==> src/rtl/pairhash_pkg.sv <==
package pairhash_pkg;

  typedef enum logic [1:0] {
    ST_IDLE = 2'd0,
    ST_WAIT = 2'd1,
    ST_MUL  = 2'd2,
    ST_FOLD = 2'd3
  } ph_state_e;

  // Feedback taps of a maximal-length shift register, one bit per stage,
  // the most significant stage always tapped.
  function automatic logic [7:0] lfsr_taps(input int n);
    case (n)
      2:       return 8'b0000_0011;
      3:       return 8'b0000_0110;
      4:       return 8'b0000_1100;
      5:       return 8'b0001_0100;
      6:       return 8'b0011_0000;
      7:       return 8'b0110_0000;
      default: return 8'b1011_1000;
    endcase
  endfunction

endpackage

==> src/rtl/ph_step_lfsr.sv <==
// Step counter: a shift register with linear feedback, extended so that the
// all-zero state is part of the cycle and the period is exactly 2^CW.
module ph_step_lfsr #(
  parameter int CW = 6
) (
  input  logic clk,
  input  logic rst_n,
  input  logic clr,
  input  logic adv,
  output logic wrap_o
);
  localparam logic [7:0]    TAPS  = pairhash_pkg::lfsr_taps(CW);
  localparam logic [CW-1:0] MASK  = TAPS[CW-1:0];
  localparam logic [CW-1:0] FINAL = {1'b1, {(CW-1){1'b0}}};

  logic [CW-1:0] st_q, st_d;
  logic          fb;
  logic          st_en;

  always_comb begin
    fb = ^(st_q & MASK);
    if (st_q[CW-2:0] == '0) fb = ~fb;
    st_en = clr | adv;
    st_d  = clr ? '0 : {st_q[CW-2:0], fb};
  end

  always_ff @(posedge clk or negedge rst_n) begin
    if (!rst_n)     st_q <= '0;
    else if (st_en) st_q <= st_d;
  end

  // Zero is the seed; its predecessor is the final step of a pass.
  assign wrap_o = (st_q == FINAL);

endmodule

==> src/rtl/ph_serial_add.sv <==
// Even-side adder: one full adder and a carry flop, LSB first.
module ph_serial_add #(
  parameter int W = 64
) (
  input  logic         clk,
  input  logic         rst_n,
  input  logic         load,
  input  logic         adv,
  input  logic [W-1:0] m_in,
  input  logic [W-1:0] k_in,
  output logic         bit_o
);
  logic [W-1:0] m_sr_q, m_sr_d, k_sr_q, k_sr_d;
  logic         cy_q, cy_d;
  logic         sr_en;

  assign bit_o = m_sr_q[0] ^ k_sr_q[0] ^ cy_q;

  always_comb begin
    sr_en = load | adv;
    if (load) begin
      m_sr_d = m_in;
      k_sr_d = k_in;
      cy_d   = 1'b0;
    end else begin
      m_sr_d = {1'b0, m_sr_q[W-1:1]};
      k_sr_d = {1'b0, k_sr_q[W-1:1]};
      cy_d   = (m_sr_q[0] & k_sr_q[0]) | (cy_q & (m_sr_q[0] ^ k_sr_q[0]));
    end
  end

  always_ff @(posedge clk or negedge rst_n) begin
    if (!rst_n) begin
      m_sr_q <= '0;
      k_sr_q <= '0;
      cy_q   <= 1'b0;
    end else if (sr_en) begin
      m_sr_q <= m_sr_d;
      k_sr_q <= k_sr_d;
      cy_q   <= cy_d;
    end
  end

endmodule

==> src/rtl/ph_csa_row.sv <==
// One shift-and-add step on a carry-save window. Column i adds the saved
// sum, the saved carry and the partial-product bit; the window then moves
// one place toward the low end, taking a new top bit and releasing its
// lowest sum bit.
module ph_csa_row #(
  parameter int W = 64
) (
  input  logic [W-1:0] s_in,
  input  logic [W-1:0] c_in,
  input  logic [W-1:0] mcand,
  input  logic         mbit,
  input  logic         top_in,
  output logic [W-1:0] s_out,
  output logic [W-1:0] c_out,
  output logic         low_out
);
  logic [W-1:0] col_s;
  logic [W-1:0] col_c;

  for (genvar i = 0; i < W; i++) begin : g_col
    logic pp;
    assign pp       = mcand[i] & mbit;
    assign col_s[i] = s_in[i] ^ c_in[i] ^ pp;
    assign col_c[i] = (s_in[i] & c_in[i]) | (pp & (s_in[i] ^ c_in[i]));
  end

  assign s_out   = {top_in, col_s[W-1:1]};
  assign c_out   = col_c;
  assign low_out = col_s[0];

endmodule

==> src/rtl/ph_ripple_add.sv <==
// Parallel ripple-carry adder, result modulo 2^W.
module ph_ripple_add #(
  parameter int W = 64
) (
  input  logic [W-1:0] x_i,
  input  logic [W-1:0] y_i,
  output logic [W-1:0] sum_o
);
  logic [W-1:0] cy;

  assign cy[0] = 1'b0;

  for (genvar i = 0; i < W; i++) begin : g_bit
    assign sum_o[i] = x_i[i] ^ y_i[i] ^ cy[i];
    if (i < W - 1) begin : g_carry
      assign cy[i+1] = (x_i[i] & y_i[i]) | (cy[i] & (x_i[i] ^ y_i[i]));
    end
  end

endmodule

==> src/rtl/pairhash_core.sv <==
module pairhash_core #(
  parameter int W = 64
) (
  input  logic           clk,
  input  logic           rst_n,
  input  logic           start,
  input  logic           in_valid,
  output logic           in_ready,
  input  logic           in_last,
  input  logic [W-1:0]   m_odd,
  input  logic [W-1:0]   k_odd,
  input  logic [W-1:0]   m_even,
  input  logic [W-1:0]   k_even,
  output logic           done,
  output logic [2*W-1:0] result
);
  import pairhash_pkg::*;

  localparam int CW = $clog2(W);

  ph_state_e      state_q, state_d;
  logic [W-1:0]   mcand_q, mcand_d;
  logic [W-1:0]   sacc_q, sacc_d;
  logic [W-1:0]   cacc_q, cacc_d;
  logic [W-1:0]   half_q, half_d;
  logic           last_q, last_d;
  logic [2*W-1:0] res_q, res_d;
  logic           done_q, done_d;

  logic [W-1:0]   odd_sum;
  logic [W-1:0]   fold_sum;
  logic [W-1:0]   row_s, row_c;
  logic           row_low;
  logic           mbit;
  logic           step_wrap;

  logic           accept, mul_en, fold_en;
  logic           mcand_en, acc_en, res_en;

  assign in_ready = (state_q == ST_WAIT);
  assign accept   = in_ready & in_valid & ~start;
  assign mul_en   = (state_q == ST_MUL) & ~start;
  assign fold_en  = (state_q == ST_FOLD) & ~start;

  ph_ripple_add #(.W(W)) u_odd_add (
    .x_i   (m_odd),
    .y_i   (k_odd),
    .sum_o (odd_sum)
  );

  ph_ripple_add #(.W(W)) u_fold_add (
    .x_i   (sacc_q),
    .y_i   (cacc_q),
    .sum_o (fold_sum)
  );

  ph_serial_add #(.W(W)) u_even_add (
    .clk   (clk),
    .rst_n (rst_n),
    .load  (accept),
    .adv   (mul_en),
    .m_in  (m_even),
    .k_in  (k_even),
    .bit_o (mbit)
  );

  ph_csa_row #(.W(W)) u_row (
    .s_in    (sacc_q),
    .c_in    (cacc_q),
    .mcand   (mcand_q),
    .mbit    (mbit),
    .top_in  (half_q[0]),
    .s_out   (row_s),
    .c_out   (row_c),
    .low_out (row_low)
  );

  ph_step_lfsr #(.CW(CW)) u_steps (
    .clk    (clk),
    .rst_n  (rst_n),
    .clr    (accept),
    .adv    (mul_en),
    .wrap_o (step_wrap)
  );

  // Sequencing.
  always_comb begin
    state_d = state_q;
    if (start) begin
      state_d = ST_WAIT;
    end else begin
      case (state_q)
        ST_WAIT: if (in_valid) state_d = ST_MUL;
        ST_MUL:  if (step_wrap) state_d = last_q ? ST_FOLD : ST_WAIT;
        ST_FOLD: state_d = ST_IDLE;
        default: state_d = ST_IDLE;
      endcase
    end
  end

  // Datapath next values and clock enables.
  always_comb begin
    mcand_en = accept;
    mcand_d  = odd_sum;
    last_d   = in_last;

    acc_en   = start | accept | mul_en;
    if (start) begin
      sacc_d = '0;
      cacc_d = '0;
      half_d = '0;
    end else if (accept) begin
      // Resolve the high half, swap halves: the low half re-enters the
      // window at weight one, the high half waits to be shifted in at top.
      sacc_d = half_q;
      cacc_d = '0;
      half_d = fold_sum;
    end else begin
      sacc_d = row_s;
      cacc_d = row_c;
      half_d = {row_low, half_q[W-1:1]};
    end

    res_en = start | fold_en;
    res_d  = start ? '0 : {fold_sum, half_q};
    done_d = fold_en;
  end

  always_ff @(posedge clk or negedge rst_n) begin
    if (!rst_n) state_q <= ST_IDLE;
    else        state_q <= state_d;
  end

  always_ff @(posedge clk or negedge rst_n) begin
    if (!rst_n) begin
      mcand_q <= '0;
      last_q  <= 1'b0;
    end else if (mcand_en) begin
      mcand_q <= mcand_d;
      last_q  <= last_d;
    end
  end

  always_ff @(posedge clk or negedge rst_n) begin
    if (!rst_n) begin
      sacc_q <= '0;
      cacc_q <= '0;
      half_q <= '0;
    end else if (acc_en) begin
      sacc_q <= sacc_d;
      cacc_q <= cacc_d;
      half_q <= half_d;
    end
  end

  always_ff @(posedge clk or negedge rst_n) begin
    if (!rst_n)      res_q <= '0;
    else if (res_en) res_q <= res_d;
  end

  always_ff @(posedge clk or negedge rst_n) begin
    if (!rst_n) done_q <= 1'b0;
    else        done_q <= done_d;
  end

  assign result = res_q;
  assign done   = done_q;

endmodule

==> config.mk <==
export PLATFORM = sky130hd
export DESIGN_NAME = pairhash_core
export DESIGN_NICKNAME = d
export VERILOG_FILES = /design/src/rtl/pairhash_pkg.sv /design/src/rtl/ph_step_lfsr.sv /design/src/rtl/ph_serial_add.sv /design/src/rtl/ph_csa_row.sv /design/src/rtl/ph_ripple_add.sv /design/src/rtl/pairhash_core.sv
export SDC_FILE = /design/constraint.sdc
export NUM_CORES = 1
export LEC_CHECK = 0
export BUFFER_PORTS_ARGS = -buffer_cell sky130_fd_sc_hd__buf_4
export CAP_MARGIN = 0
export CORE_ASPECT_RATIO = 1.25
export CORE_MARGIN = 3
export CORE_UTILIZATION = 58
export CTS_CLUSTER_DIAMETER = 40
export DETAILED_ROUTE_END_ITERATION = 6
export PLACE_DENSITY = 0.83
export SYNTH_ARGS = -nofsm -noshare
export SYNTH_HDL_FRONTEND = slang
export SYNTH_SLANG_ARGS = --single-unit
==> constraint.sdc <==
create_clock -name clk -period 63.1 [get_ports clk]
set_clock_uncertainty 0.1 [all_clocks]
set_input_delay 3.155 -clock clk [delete_from_list [all_inputs] [get_ports clk]]
set_output_delay 3.155 -clock clk [all_outputs]
set_load 0.02 [all_outputs]
==> results.yml <==
grt:
  grt_overflow_total: 0
  grt_pass1_wl_um: 111000
  grt_use_total: 0.281
  grt_pass1_vias: 21024
  grt_start_max_net_pins: 177
  antenna_found_initial: 5
clock_tree:
  clock_sinks: 523
  cts-hold-fix-buffers: 0
  clock_latency_ps: 580
  cts_tree: "built"
  clk_path_buf_depth: 3
  htreeDepth: 3
  cts_root_buf: "clkbuf_16"
  post-cts-setup-buffers: 0
  path_clk_slew_ps: 50
  ctsResizeCount: 0
  cts_made_buffers: 69
routing:
  drtIter0Drc: 1299
  wire_per_inst_um: 20.4
  postRouteAntennaNets: 0
  firstDrtPassIters: 6
  via_per_inst: 5.84
  vias: 19520
  drc: 0
  wirelength_um: 68200
synth:
  synth.cell_area_um2: 27000
  ys_ff_latch: 523
  syn_avg_cell_area_um2: 11.2
  synth_nets: 2865
  ys.warnings.count: 0
  synthSimpleGateAreaFrac: 0.119
  synth_cell_types: 40
  synth_async_sr_flop_share: 1.00
  synth_edf_count: 0
  synth_compound_area_frac: 0.115
  synth_cells: 2407
  netlist.area_leader.share: 0.485
  synth_ff_type: "dfrtp_1"
  synth-xor-area-share: 0.000974
  ys_top_cells_by_area: "dfrtp_1 49%, fa_1 14%, mux2i_1 7.6%"
  synthAdderAreaFrac: 0.144
  synth.yosys.seq_area_share: 0.485
  synth_top_area_cell: "dfrtp_1"
  synth_top_family_by_area: "adder cells"
  synthMuxAreaShare: 0.0765
layout:
  final.fill_count: 3162
  fin_cells: 3340
  fin_area_um2: 32300
  fin_util: 0.711
  finalNetCount: 3167
  mostFrequentLayoutCell: "dfrtp_1"
  area_growth_pct: 19.9
  final_cell_mix: "523 x dfrtp_1, 407 x buf_4, 299 x nand2_1, 207 x nor2_1, 205 x mux2i_1"
  seq_area_um2: 13100
  drive_gt1_frac: 0.194
  multiInputGateArea_um2: 12400
setup_path:
  cp_max_fo: 1
  slowest_stage: "fa_1"
  r2r_end: "half_q[63]"
  crit_required_ps: 63410
  rrSetupSlack_ps: 36980
  arrival_ps: 28410
  reg2reg_from: "sacc_q[0]"
  crit_type: "in2reg"
  endpoint_kind: "register"
  cp_top_family: "adder cells"
  cp.depth: 68
  crit_path_end: "mcand_q[63]"
  crit_buf_inv: 3
  worstRegToRegCells: 68
  max_stage_delay_ps: 480
  cp_common_cell: "fa_1"
  worstSetupStartpointType: "input port"
  crit_path_start: "m_odd[0]"
sta:
  finalCriticalPeriod_ps: 28100
  worstMarginPinSlew_ps: 1280
  slew_viol_final: 0
  hold_viol: 0
  fmax_ghz: 0.0356
  setup_viol: 0
  rsz0062_at_grt: "false"
  worst_hold_slack_ps: 363
  setup_tns_ps: 0
  relSlewSlack: 0.144
  final.period_utilization: 0.445
place:
  io_buffers: 390
  gp_congestion: 0.829
  dp.cells: 3216
  hpwlAfterDp_um: 43600
  post_dp_cell_area_um2: 30000
pwr:
  ir_worst_vdd_mv: 0.0286
  swShare: 0.353
  switching_power_uw: 470
  intPower_uw: 860
  pwr-share-comb: 0.320
  power.share.sequential: 0.384
  p_per_area_nw_per_um2: 41.1
  p_clk_frac: 0.297
  p_leak_nw: 15.5
floorplanning:
  initial_core_util: 0.593
  rows: 87
  die_area_um2: 49100
  coreArea_um2: 45500
  die_h_um: 247
  fp.dieW_um: 199
  ios: 391
job:
  drv_cap: 0
run_status:
  status: "completed"
worst_hold_path:
  hold_path.class: "reg2reg"
==> Yosys cell counts (2+ instances only) <==
cell       instances
inv_1            196
fa_1             189
a22o_1             6
dfrtp_1          523
a221o_1          126
and3_1           126
a211oi_1          27
o21ai_0          109
mux2i_1          205
nand2_1          299
o21ai_1            2
clkbuf_1          95
buf_6              7
a2bb2oi_1        108
nor2_1           207
buf_1              7
nor2b_1           74
a21o_1             3
buf_2             59
nor3_1             2
xor2_1             2
ha_1               8
buf_4             10
==> cell families after synthesis <==
logic type,count (synthesis)
AND/OR/NAND/NOR,715
flip-flops,523
AO/OA/AOI/OAI,387
buffers and inverters,376
multiplexers,206
adder cells (fa/ha/maj),197
XOR/XNOR,3
==> through the flow <==
stage                     power [mW]  worst slack (ps)
after global placement         0.913             34800
after global routing            1.41             34210
after CTS                       1.34             34940
final                           1.33             35000
after floorplan                0.798             35950
after detailed placement       0.934             34390
==> worst min path at each step <==
| stage | slack, ps | cells past startpoint | startpoint | end |
|---|---|---|---|---|
| 3_3_place_gp | 350 | 2 | mcand_q[43] | mcand_q[43] |
| 2_1_floorplan | 340 | 2 | mcand_q[0] | mcand_q[0] |
| 6_report | 360 | 2 | mcand_q[21] | mcand_q[21] |
| 5_1_grt | 390 | 2 | mcand_q[25] | mcand_q[25] |
| 4_1_cts | 370 | 2 | mcand_q[43] | mcand_q[43] |
| 3_5_place_dp | 360 | 2 | mcand_q[43] | mcand_q[43] |
==> metal layers <==
layer	wire, um	up-vias	global-route usage
li1	-	8727	-
met1	27500	9982	0.370
met2	33500	676	0.460
met3	5070	131	0.0630
met4	2100	4	0.106
met5	23	-	0
==> worst min-delay path, delay by kind of cell (launching register included) <==
kind	cells	cell delay, ps
flip-flops	1	330
AND/OR/NAND/NOR	2	100
==> sequential cells by signal, indices dropped and copies added (netlist names) <==
signal,count
cacc_q,64
done,1
half_q,64
last_q,1
mcand_q,64
result,128
sacc_q,64
state_q,2
u_even_add.cy_q,1
u_even_add.k_sr_q,64
u_even_add.m_sr_q,64
u_steps.st_q,6
==> cell type report <==
type	instances	share of cell area
antenna	4	0.000310
tap	578	0.0224
sequential	523	0.405
timing repair buffer	410	0.0959
clock inverter	35	0.0129
multi-input combinational	1508	0.382
clock buffer	85	0.0587
inverter	197	0.0229
==> power by group through the flow <==
stage | clock network (mW) | registers [mW] | logic [mW]
floorplan | 0 | 0.499 | 0.299
global placement | 0 | 0.506 | 0.406
detailed placement | 0 | 0.512 | 0.422
CTS | 0.401 | 0.508 | 0.428
global route | 0.417 | 0.522 | 0.473
finish | 0.395 | 0.510 | 0.425
No activity file was read; power rests on OpenSTA's default activity.
